==> config.mk <==
export PLATFORM = sky130hd
export DESIGN_NAME = serial_eeprom_emu
export DESIGN_NICKNAME = d
export VERILOG_FILES = /design/src/rtl/seep_pkg.sv /design/src/rtl/seep_ctrl_port.sv /design/src/rtl/seep_store.sv /design/src/rtl/seep_fsm.sv /design/src/rtl/serial_eeprom_emu.sv
export SDC_FILE = /design/constraint.sdc
export NUM_CORES = 1
export LEC_CHECK = 0
export ABC_AREA = 1
export CAP_MARGIN = 30
export CORE_MARGIN = 2
export CORE_UTILIZATION = 55
export CTS_CLUSTER_DIAMETER = 30
export DETAILED_ROUTE_END_ITERATION = 8
export MAX_ROUTING_LAYER = met4
export PLACE_DENSITY = 0.76
export SYNTH_ARGS = -nofsm -noshare
export SYNTH_HDL_FRONTEND = slang
export SYNTH_SLANG_ARGS = --single-unit
==> constraint.sdc <==
create_clock -name clk -period 4 [get_ports clk]
set_clock_uncertainty 0.2 [all_clocks]
set_input_delay 0.8 -clock clk [delete_from_list [all_inputs] [get_ports clk]]
set_output_delay 0.8 -clock clk [all_outputs]
set_load 0.005 [all_outputs]
==> src/rtl/seep_pkg.sv <==
package seep_pkg;
    localparam int ADDR_W    = 7;
    localparam int DATA_W    = 8;
    localparam int DEPTH     = 1 << ADDR_W;
    localparam int BIT_SCL   = 5;
    localparam int BIT_SDA   = 6;
    localparam int BIT_DIR   = 7;
    localparam int BIT_DOUT  = 4;
    localparam logic [2:0] WIN_TAG = 3'b011;
    localparam logic [3:0] BITS_PER_BYTE = 4'd8;

    typedef enum logic [2:0] {
        PH_IDLE, PH_CMD, PH_CMD_ACK, PH_WR, PH_WR_ACK, PH_RD, PH_RD_ACK
    } phase_t;

    typedef struct packed {
        logic start;
        logic stop;
        logic rise;
        logic fall;
    } bus_evt_t;

    function automatic logic in_window(input logic [15:0] a);
        return a[15:13] == WIN_TAG;
    endfunction
endpackage

==> src/rtl/seep_ctrl_port.sv <==
module seep_ctrl_port
    import seep_pkg::*;
(
    input  logic       clk,
    input  logic       rst,
    input  logic       we,
    input  logic [7:0] wdata,
    output logic       scl,
    output logic       sda_host,
    output logic       dir,
    output bus_evt_t   evt
);
    logic new_scl, new_sda;
    logic unused_low_bits;

    assign new_scl = wdata[BIT_SCL];
    assign new_sda = wdata[BIT_SDA];
    assign unused_low_bits = ^wdata[4:0];

    always_comb begin
        evt = '0;
        if (we) begin
            evt.start = scl && new_scl && sda_host && !new_sda;
            evt.stop  = scl && new_scl && !sda_host && new_sda;
            evt.rise  = !scl && new_scl;
            evt.fall  = scl && !new_scl;
        end
    end

    always_ff @(posedge clk) begin
        if (rst) begin
            scl      <= 1'b1;
            sda_host <= 1'b1;
            dir      <= 1'b0;
        end else if (we) begin
            scl      <= new_scl;
            sda_host <= new_sda;
            dir      <= wdata[BIT_DIR];
        end
    end
endmodule

==> src/rtl/seep_store.sv <==
module seep_store
    import seep_pkg::*;
(
    input  logic              clk,
    input  logic              we,
    input  logic [ADDR_W-1:0] waddr,
    input  logic [DATA_W-1:0] wdata,
    input  logic [ADDR_W-1:0] raddr,
    output logic [DATA_W-1:0] rdata
);
    logic [DATA_W-1:0] cells [DEPTH];

    always_ff @(posedge clk) begin
        if (we) cells[waddr] <= wdata;
    end

    assign rdata = cells[raddr];
endmodule

==> src/rtl/seep_fsm.sv <==
module seep_fsm
    import seep_pkg::*;
(
    input  logic              clk,
    input  logic              rst,
    input  bus_evt_t          evt,
    input  logic              scl,
    input  logic              line,
    input  logic [DATA_W-1:0] mem_rdata,
    output logic [ADDR_W-1:0] mem_raddr,
    output logic              mem_we,
    output logic [ADDR_W-1:0] mem_waddr,
    output logic [DATA_W-1:0] mem_wdata,
    output logic              pull_low
);
    phase_t            ph;
    logic [3:0]        cnt;
    logic [DATA_W-1:0] shreg;
    logic [DATA_W-1:0] obyte;
    logic [ADDR_W-1:0] addr;
    logic              rw;
    logic              host_ack;
    logic [2:0]        out_idx;
    logic              byte_done;

    assign byte_done = (cnt == BITS_PER_BYTE);
    assign out_idx   = 3'(4'd7 - cnt);
    assign mem_raddr = (ph == PH_RD_ACK) ? addr + 1'b1 : addr;
    assign mem_we    = evt.fall && (ph == PH_WR) && byte_done;
    assign mem_waddr = addr;
    assign mem_wdata = shreg;

    always_ff @(posedge clk) begin
        if (rst) begin
            ph       <= PH_IDLE;
            cnt      <= '0;
            shreg    <= '0;
            obyte    <= '0;
            addr     <= '0;
            rw       <= 1'b0;
            host_ack <= 1'b0;
            pull_low <= 1'b0;
        end else if (evt.start) begin
            ph       <= PH_CMD;
            cnt      <= '0;
            pull_low <= 1'b0;
        end else if (evt.stop) begin
            ph       <= PH_IDLE;
            cnt      <= '0;
            pull_low <= 1'b0;
        end else if (evt.rise) begin
            unique case (ph)
                PH_CMD, PH_WR: begin
                    shreg <= {shreg[DATA_W-2:0], line};
                    cnt   <= cnt + 1'b1;
                end
                PH_RD:     cnt <= cnt + 1'b1;
                PH_RD_ACK: host_ack <= !line;
                default: ;
            endcase
        end else if (evt.fall) begin
            unique case (ph)
                PH_CMD: if (byte_done) begin
                    addr     <= shreg[DATA_W-1:1];
                    rw       <= shreg[0];
                    pull_low <= 1'b1;
                    ph       <= PH_CMD_ACK;
                end
                PH_CMD_ACK: begin
                    cnt <= '0;
                    if (rw) begin
                        obyte    <= mem_rdata;
                        pull_low <= !mem_rdata[DATA_W-1];
                        ph       <= PH_RD;
                    end else begin
                        pull_low <= 1'b0;
                        ph       <= PH_WR;
                    end
                end
                PH_WR: if (byte_done) begin
                    addr     <= addr + 1'b1;
                    pull_low <= 1'b1;
                    ph       <= PH_WR_ACK;
                end
                PH_WR_ACK: begin
                    pull_low <= 1'b0;
                    cnt      <= '0;
                    ph       <= PH_WR;
                end
                PH_RD: begin
                    if (byte_done) begin
                        pull_low <= 1'b0;
                        ph       <= PH_RD_ACK;
                    end else begin
                        pull_low <= !obyte[out_idx];
                    end
                end
                PH_RD_ACK: begin
                    cnt <= '0;
                    if (host_ack) begin
                        addr     <= addr + 1'b1;
                        obyte    <= mem_rdata;
                        pull_low <= !mem_rdata[DATA_W-1];
                        ph       <= PH_RD;
                    end else begin
                        pull_low <= 1'b0;
                        ph       <= PH_IDLE;
                    end
                end
                default: ;
            endcase
        end
    end

    p_cmd_ack_low_r4: assert property (@(posedge clk) disable iff (rst)
        (ph == PH_CMD_ACK) |-> pull_low);

    p_drive_on_low_clock_r6: assert property (@(posedge clk) disable iff (rst)
        $rose(pull_low) |-> !scl);

    p_stop_releases_r3: assert property (@(posedge clk) disable iff (rst)
        evt.stop |=> (ph == PH_IDLE && !pull_low));

    p_idle_quiet_r8: assert property (@(posedge clk) disable iff (rst)
        (ph == PH_IDLE) |-> !pull_low);

    p_addr_step_r7: assert property (@(posedge clk) disable iff (rst)
        mem_we |=> (addr == ADDR_W'($past(addr) + 1'b1)));
endmodule

==> src/rtl/serial_eeprom_emu.sv <==
module serial_eeprom_emu
    import seep_pkg::*;
(
    input  logic        clk,
    input  logic        rst,
    input  logic        ctrl_we,
    input  logic [7:0]  ctrl_wdata,
    input  logic [15:0] cpu_addr,
    input  logic [7:0]  open_bus,
    output logic [7:0]  rd_data
);
    bus_evt_t          evt;
    logic              scl, sda_host, dir, line, pull_low;
    logic              mem_we;
    logic [ADDR_W-1:0] mem_raddr, mem_waddr;
    logic [DATA_W-1:0] mem_rdata, mem_wdata;
    logic              unused_addr_bits;

    assign unused_addr_bits = ^cpu_addr[12:0];
    assign line = sda_host & ~pull_low;

    seep_ctrl_port u_port (
        .clk(clk), .rst(rst), .we(ctrl_we), .wdata(ctrl_wdata),
        .scl(scl), .sda_host(sda_host), .dir(dir), .evt(evt)
    );

    seep_fsm u_fsm (
        .clk(clk), .rst(rst), .evt(evt), .scl(scl), .line(line),
        .mem_rdata(mem_rdata), .mem_raddr(mem_raddr), .mem_we(mem_we),
        .mem_waddr(mem_waddr), .mem_wdata(mem_wdata), .pull_low(pull_low)
    );

    seep_store u_store (
        .clk(clk), .we(mem_we), .waddr(mem_waddr), .wdata(mem_wdata),
        .raddr(mem_raddr), .rdata(mem_rdata)
    );

    always_comb begin
        rd_data = open_bus;
        if (in_window(cpu_addr)) rd_data[BIT_DOUT] = dir & line;
    end
endmodule

# After elaboration in Yosys (flattened, before gate mapping)
# Memories as Yosys holds them, arrays and structs flattened.
# Cells that the tools add are included.
# Widths: inputs -> output; s select.
[classes] n_mux=33 n_reduce_logical=37 eq_ne=19 add_sub_neg=3 n_lt_le_gt_ge=1 bitwise_logic=6
[ops] op="$mux 7" n=4
[ops] op="$pmux 7 s3" n=1
[ops] op="$mux 4" n=5
[ops] op="$pmux 3 s6" n=1
[ops] op="$reduce_and 6->1" n=3
[ops] op="$mux 8" n=2
[ops] op="$pmux 8 s2" n=1
[ops] op="$mux 3" n=5
[ops] op="$mux 1" n=12
[ops] op="$ne 2x1->1 const B" n=6
[ops] op="$ne 4x3->1 const B" n=3
[ops] op="$reduce_and 4->1" n=3
[ops] op="$eq 3x2->1 const B" n=3
[ops] op="$eq 3x3->1 const B" n=3
[ops] op="$logic_and 1x1->1" n=9
[ops] op="$reduce_or 3->1" n=3
[ops] op="$reduce_and 8->1" n=1
[ops] op="$reduce_bool 8->1" n=1
[ops] op="$add 7x1->7 const B" n=1
[ops] op="$logic_not 1->1" n=7
[ops] op="$reduce_and 7->1" n=1
[ops] op="$reduce_bool 2->1" n=3
[ops] op="$reduce_bool 3->1" n=2
[ops] op="$reduce_bool 6->1" n=1
[ops] op="14 further kinds" n=18
[word_totals] word_cells=112 output_inout_bits=8 input_bits=35 ff_bits=36 memories=1 ramBits=1024
[memory_table] memory="u_store.cells" words=128 width=8 read_ports=1 rd_ports_with_merged_regs=0 wr=1 line_no="seep_store.sv:11" rtl="logic [DATA_W-1:0] cells [DEPTH];"

# Longest topological paths before layout
[depth] ltp_word=8 ltp_mapped=17 depth_no_buf=15

# Hierarchy
# Synthesis repeated with hierarchy kept, for this count alone.
[unflattened] hier_cells=3942 hier_area_um2=44330.0
[modules_own_cells] module="seep_store" instances=1 cells_each=3567 seq_area_each_um2=30749.5 area_per_inst_um2=41944.0
[modules_own_cells] module="seep_fsm" instances=1 cells_each=331 seq_area_each_um2=660.6 area_per_inst_um2=2122.0
[modules_own_cells] module="seep_ctrl_port" instances=1 cells_each=27 seq_area_each_um2=60.1 area_per_inst_um2=165.2
[modules_own_cells] module="serial_eeprom_emu" instances=1 cells_each=17 seq_area_each_um2=0.0 area_per_inst_um2=98.8

# Worst setup path before layout
# Ideal clock, no wire load.
[synth_path] path_kind="input-to-reg" startpoint="input port ctrl_we" endpoint="memory u_store.cells[100][0], enable pin" path_stages=11 arrival_ns=2.483 setup_ns=0.370 path_slack_ns=0.947 required_ns=3.430 n_path_buf=1 cell_sequence="inv_1 > nor3_1 > inv_1 > nor2_1 > inv_1 > nor2_1 > inv_1 > nor2_1 > nand3_2 > clkbuf_1 > nor2_1"
[synth_between] elab_chain_len=5
[synth_rtl] element="from (decl)" line_no="serial_eeprom_emu.sv:6" rtl="input logic ctrl_we,"
[synth_rtl] element="$mux 4" line_no="seep_ctrl_port.sv:22" rtl="if (we) begin"
[synth_rtl] element="$logic_and 1x1->1 (2 in series)" line_no="seep_fsm.sv:29" rtl="assign mem_we = evt.fall && (ph == PH_WR) && byte_done;"
[synth_rtl] element="$mux 1" line_no="seep_store.sv:14" rtl="if (we) cells[waddr] <= wdata;"
[synth_rtl] element="$mux 1 (not written as such)" line_no="seep_store.sv:14"
[synth_rtl] element="to (decl)" line_no="seep_store.sv:11"
# Every way passes these cells.

# Final worst setup path
[layout_path] startpoint="register u_fsm.ph[2]" endpoint="register u_fsm.obyte[0]"
[layout_between] elab_chain_len=5 word_cells_on_any_way=11 cone_classes="eq/ne (4); mux (4); reduce/logical (2); memory (1)"
[layout_rtl] element="from (decl)" line_no="seep_fsm.sv:16" rtl="phase_t ph;"
[layout_rtl] element="from (signal assigned)" line_no="seep_fsm.sv:35" rtl="ph <= PH_IDLE;"
[layout_rtl] element="from (signal assigned)" line_no="seep_fsm.sv:44" rtl="ph <= PH_CMD;"
[layout_rtl] element="from (signal assigned)" line_no="seep_fsm.sv:48" rtl="ph <= PH_IDLE;"
[layout_rtl] element="$eq 3x3->1" line_no="seep_fsm.sv:28, seep_fsm.sv:62"
[layout_rtl] element="$mux 7" line_no="seep_fsm.sv:28" rtl="assign mem_raddr = (ph == PH_RD_ACK) ? addr + 1'b1 : addr;"
[layout_rtl] element="$mem_v2 128x8"
[layout_rtl] element="$mux 8 (on tied branches)" line_no="seep_fsm.sv:100, seep_fsm.sv:71"
[layout_rtl] element="$pmux 8 s2" line_no="seep_fsm.sv:62" rtl="unique case (ph)"
[layout_rtl] element="to (signal assigned)" line_no="seep_fsm.sv:72" rtl="obyte <= mem_rdata;"
[layout_rtl] element="to (signal assigned)" line_no="seep_fsm.sv:102" rtl="obyte <= mem_rdata;"
[layout_rtl] element="to (decl)" line_no="seep_fsm.sv:19" rtl="logic [DATA_W-1:0] obyte;"
# Parallel ways exist; a longest one is shown, timed or not. The select of a mux whose other input is x is not followed.
# A chain may end at the register's enable or synchronous reset.

==> results.cfg <==
[floorplanning]
fp.dieH_um = 288.4
core_area_sq_mm = 0.08029
start_util = 0.5542
fp.dieW_um = 288.4
die_area_sq_mm = 0.08318
row_count = 104
io_pins = 43

[setup_path]
critical_path_class = register to register
worst-r2r-cell-count = 13
required_ns = 4.47
r2r-end = u_fsm.obyte[0]
setup.worst_path.start = u_fsm.ph[2]
r2r_setup_slack_ns = 0.61
start_kind = register
cp-end-kind = register
critPathArrivalTime_ns = 3.85
r2r_start = u_fsm.ph[2]
cp_max_fo = 80

[grt]
antenna_found_initial = 0
grt_pass1_wl_um = 167100
groute.usage.overall = 0.2751
grt_overflow = 0
grt_pass1_vias = 29300
grt_start_max_net_pins = 122

[detailed_routing]
via_count = 30410
avgRoutedWirePerCell_um = 21.25
drc = 0
ant_nets = 0
drtIter0Drc = 3927
dr.pass1.iters = 5
drt-total-wl_um = 110600
via_per_inst = 5.845

[clocking]
clockBufferDepth = 3
cts-root-buf = clkbuf_16
htree_num_levels = 4
cts_buffers = 159
cts_sinks = 1060
post_cts_buffers = 0
post_cts_resize_count = 0
cts_hold_buffers = 0
cts_tree = done
insertion_delay_ns = 0.75
clkTransAtPathRegs_ns = 0.06

[yosys]
ys_ff_latch = 1060
yosys.area.top_type = edfxtp_1
synth_cell_types = 32
yosysTopAreaCellShare = 0.6911
synth_area_sq_mm = 0.04449
syn_area_per_cell_sq_um = 11.52
ys_seq_area_frac = 0.7073
ys_warn_count = 0
syn_nets = 3901
syn_inst = 3863
ys_top_cells_by_area = edfxtp_1, nand3_1, nand2_1

[finish]
syn_to_final_growth_pct = 17.30
diodes = 0
layout-drive-gt1-share = 0.1231
seq_area_sq_mm = 0.03150
fillCellCount = 5527
nets = 4048
multi_input_area_sq_mm = 0.01026

[sta]
slew-limit-headroom = 0.3682
period_share = 0.8471
maxSlewViolCount = 0
rsz0062_at_grt = no
min_period_ns = 3.388
fmax_ghz = 0.2951
tightestPinTransition_ns = 0.9477
setup_tns_ns = 0
setup_ws_ns = 0.6117
setup_viol = 0
final_hold_viol_count = 0

[hold_path]
holdPathEnd = u_fsm.rw
hold_start = u_fsm.rw
worstHoldPathCells = 2
hold_class = register to register

[power]
intPower_mw = 20.54
power_frac_seq = 0.467
p_leak_nw = 19.20
combPwrFrac = 0.003
p_per_area_mw_per_mm2 = 493.7
switching_power_mw = 5.227
power_frac_clock = 0.531
ir_worst_vdd_uv = 559.0
sw_frac_of_total = 0.2029

[place]
dp_hpwl_um = 62080
gp_congestion = 0.9015
port_buffers = 10
pre_cts_ws_ns = 0.3066

[job]
cap_viol_max_count = 0

[run_status]
status = complete, no violations
## layout by cell type, fill, tap and decap left out, drive strengths merged
cell type,instances
edfxtp,1024
nand3,586
nand2,510
inv,475
nor2,408
o21ai,242
o211ai,232
buf,219
clkbuf,177
a21oi,91
clkinv,50
dfxtp,36
nand3b,20
clkinvlp,18
bufinv,15
clkdlybuf4s50,10
nor3,5
a31oi,5
nand4,3
xor2,3
a211oi,3
ha,3
nor3b,2
a221o,2
a311oi,2
nor4,1
a221oi,1
## power groups by stage
stage / Combinational [mW] / Sequential [mW] / Clock (mW)
finish: 0.0743 / 12.0 / 13.7
global route: 0.0803 / 12.0 / 14.2
CTS: 0.0698 / 12.0 / 13.7
detailed placement: 0.0688 / 12.2 / 0
global placement: 0.0675 / 12.2 / 0
floorplan: 0.0369 / 12.2 / 0
## synthesized netlist by cell type
| cell | instances |
|---|---|
| o21ai_0 | 180 |
| a211oi_1 | 3 |
| nand3b_1 | 20 |
| ha_1 | 3 |
| buf_6 | 1 |
| inv_2 | 6 |
| o21ai_1 | 61 |
| nand3_2 | 5 |
| edfxtp_1 | 1024 |
| a221oi_1 | 1 |
| inv_4 | 1 |
| a31oi_1 | 5 |
| nor2_1 | 408 |
| a311oi_1 | 2 |
| buf_1 | 18 |
| nand3_1 | 581 |
| dfxtp_1 | 36 |
| clkbuf_1 | 79 |
| nor4_1 | 1 |
| a21oi_1 | 91 |
| inv_1 | 434 |
| nand4_1 | 3 |
| nor3_1 | 5 |
| o21ai_2 | 1 |
| nand2_2 | 2 |
| o211ai_1 | 232 |
| nor3b_1 | 2 |
| buf_4 | 25 |
| nand2_1 | 508 |
| xor2_1 | 3 |
| buf_2 | 120 |
| a221o_1 | 2 |
## layer usage
layer  GRT usage  share of wire  up-vias
met5           -              0        -
met4      0.1355          0.043        0
met3     0.05024           0.10      308
met2      0.4225           0.47     1727
met1      0.3554           0.38    14450
li1            -              -    13920
## stage by stage
step	cells	area (sq um)	hold WS (ns)	utilization	total power, mW
5_1_grt	5203	52190	0.3401	0.6500	26.31
4_1_cts	5201	52140	0.3106	0.6495	25.84
2_1_floorplan	3863	44490	0.2639	-	12.29
3_3_place_gp	4907	46800	0.2993	0.5829	12.31
6_report	5203	52190	0.3091	0.6500	25.77
3_5_place_dp	4907	46800	0.2993	0.5829	12.31
## worst max path at each step
stage | to | depth (start not counted)
2_1_floorplan | u_store.cells[100][0] | 11
3_3_place_gp | u_store.cells[90][2] | 15
3_5_place_dp | u_store.cells[115][5] | 14
4_1_cts | rd_data[4] | 5
5_1_grt | u_fsm.obyte[0] | 12
6_report | u_fsm.obyte[0] | 13
## flip-flops by register name (all words and copies together) (netlist names)
signal / count
u_fsm.rw: 1
u_port.sda_host: 1
u_fsm.mem_wdata: 8
u_port.scl: 1
u_store.cells: 1024
u_fsm.ph: 3
u_fsm.host_ack: 1
u_fsm.mem_waddr: 7
u_fsm.cnt: 4
u_fsm.obyte: 8
u_fsm.pull_low: 1
u_port.dir: 1
## final cells by class
cell class,count,share of cell area
inverters,441,0.03181
flip-flops and latches,1060,0.6036
multi-input cells,2119,0.1966
well taps,1060,0.02541
clock inverters,117,0.02359
repair buffers,229,0.04028
clock buffers,177,0.07875
## critical path: stages (launching register included)
cell and delay, ns:
dfxtp_1 0.51, nand3_2 0.25, buf_4 0.27, o21ai_4 0.22
buf_4 0.28, buf_12 0.35, o211ai_1 0.15, nand3_1 0.14
nand3_1 0.22, nand3_1 0.15, nand3_1 0.18, nand3_1 0.16
nand2_1 0.07, a21oi_1 0.12
## cell families after synthesis
| kind of cell | count (synthesis) | synth area share |
|---|---|---|
| compound gates | 578 | 0.07894 |
| flops | 1060 | 0.7073 |
| buf+inv | 684 | 0.06342 |
| simple gates | 1535 | 0.1489 |
| xor+xnor | 3 | 0.0005907 |
| fa+ha+maj | 3 | 0.0008438 |
No activity file was read; power rests on OpenSTA's default activity.
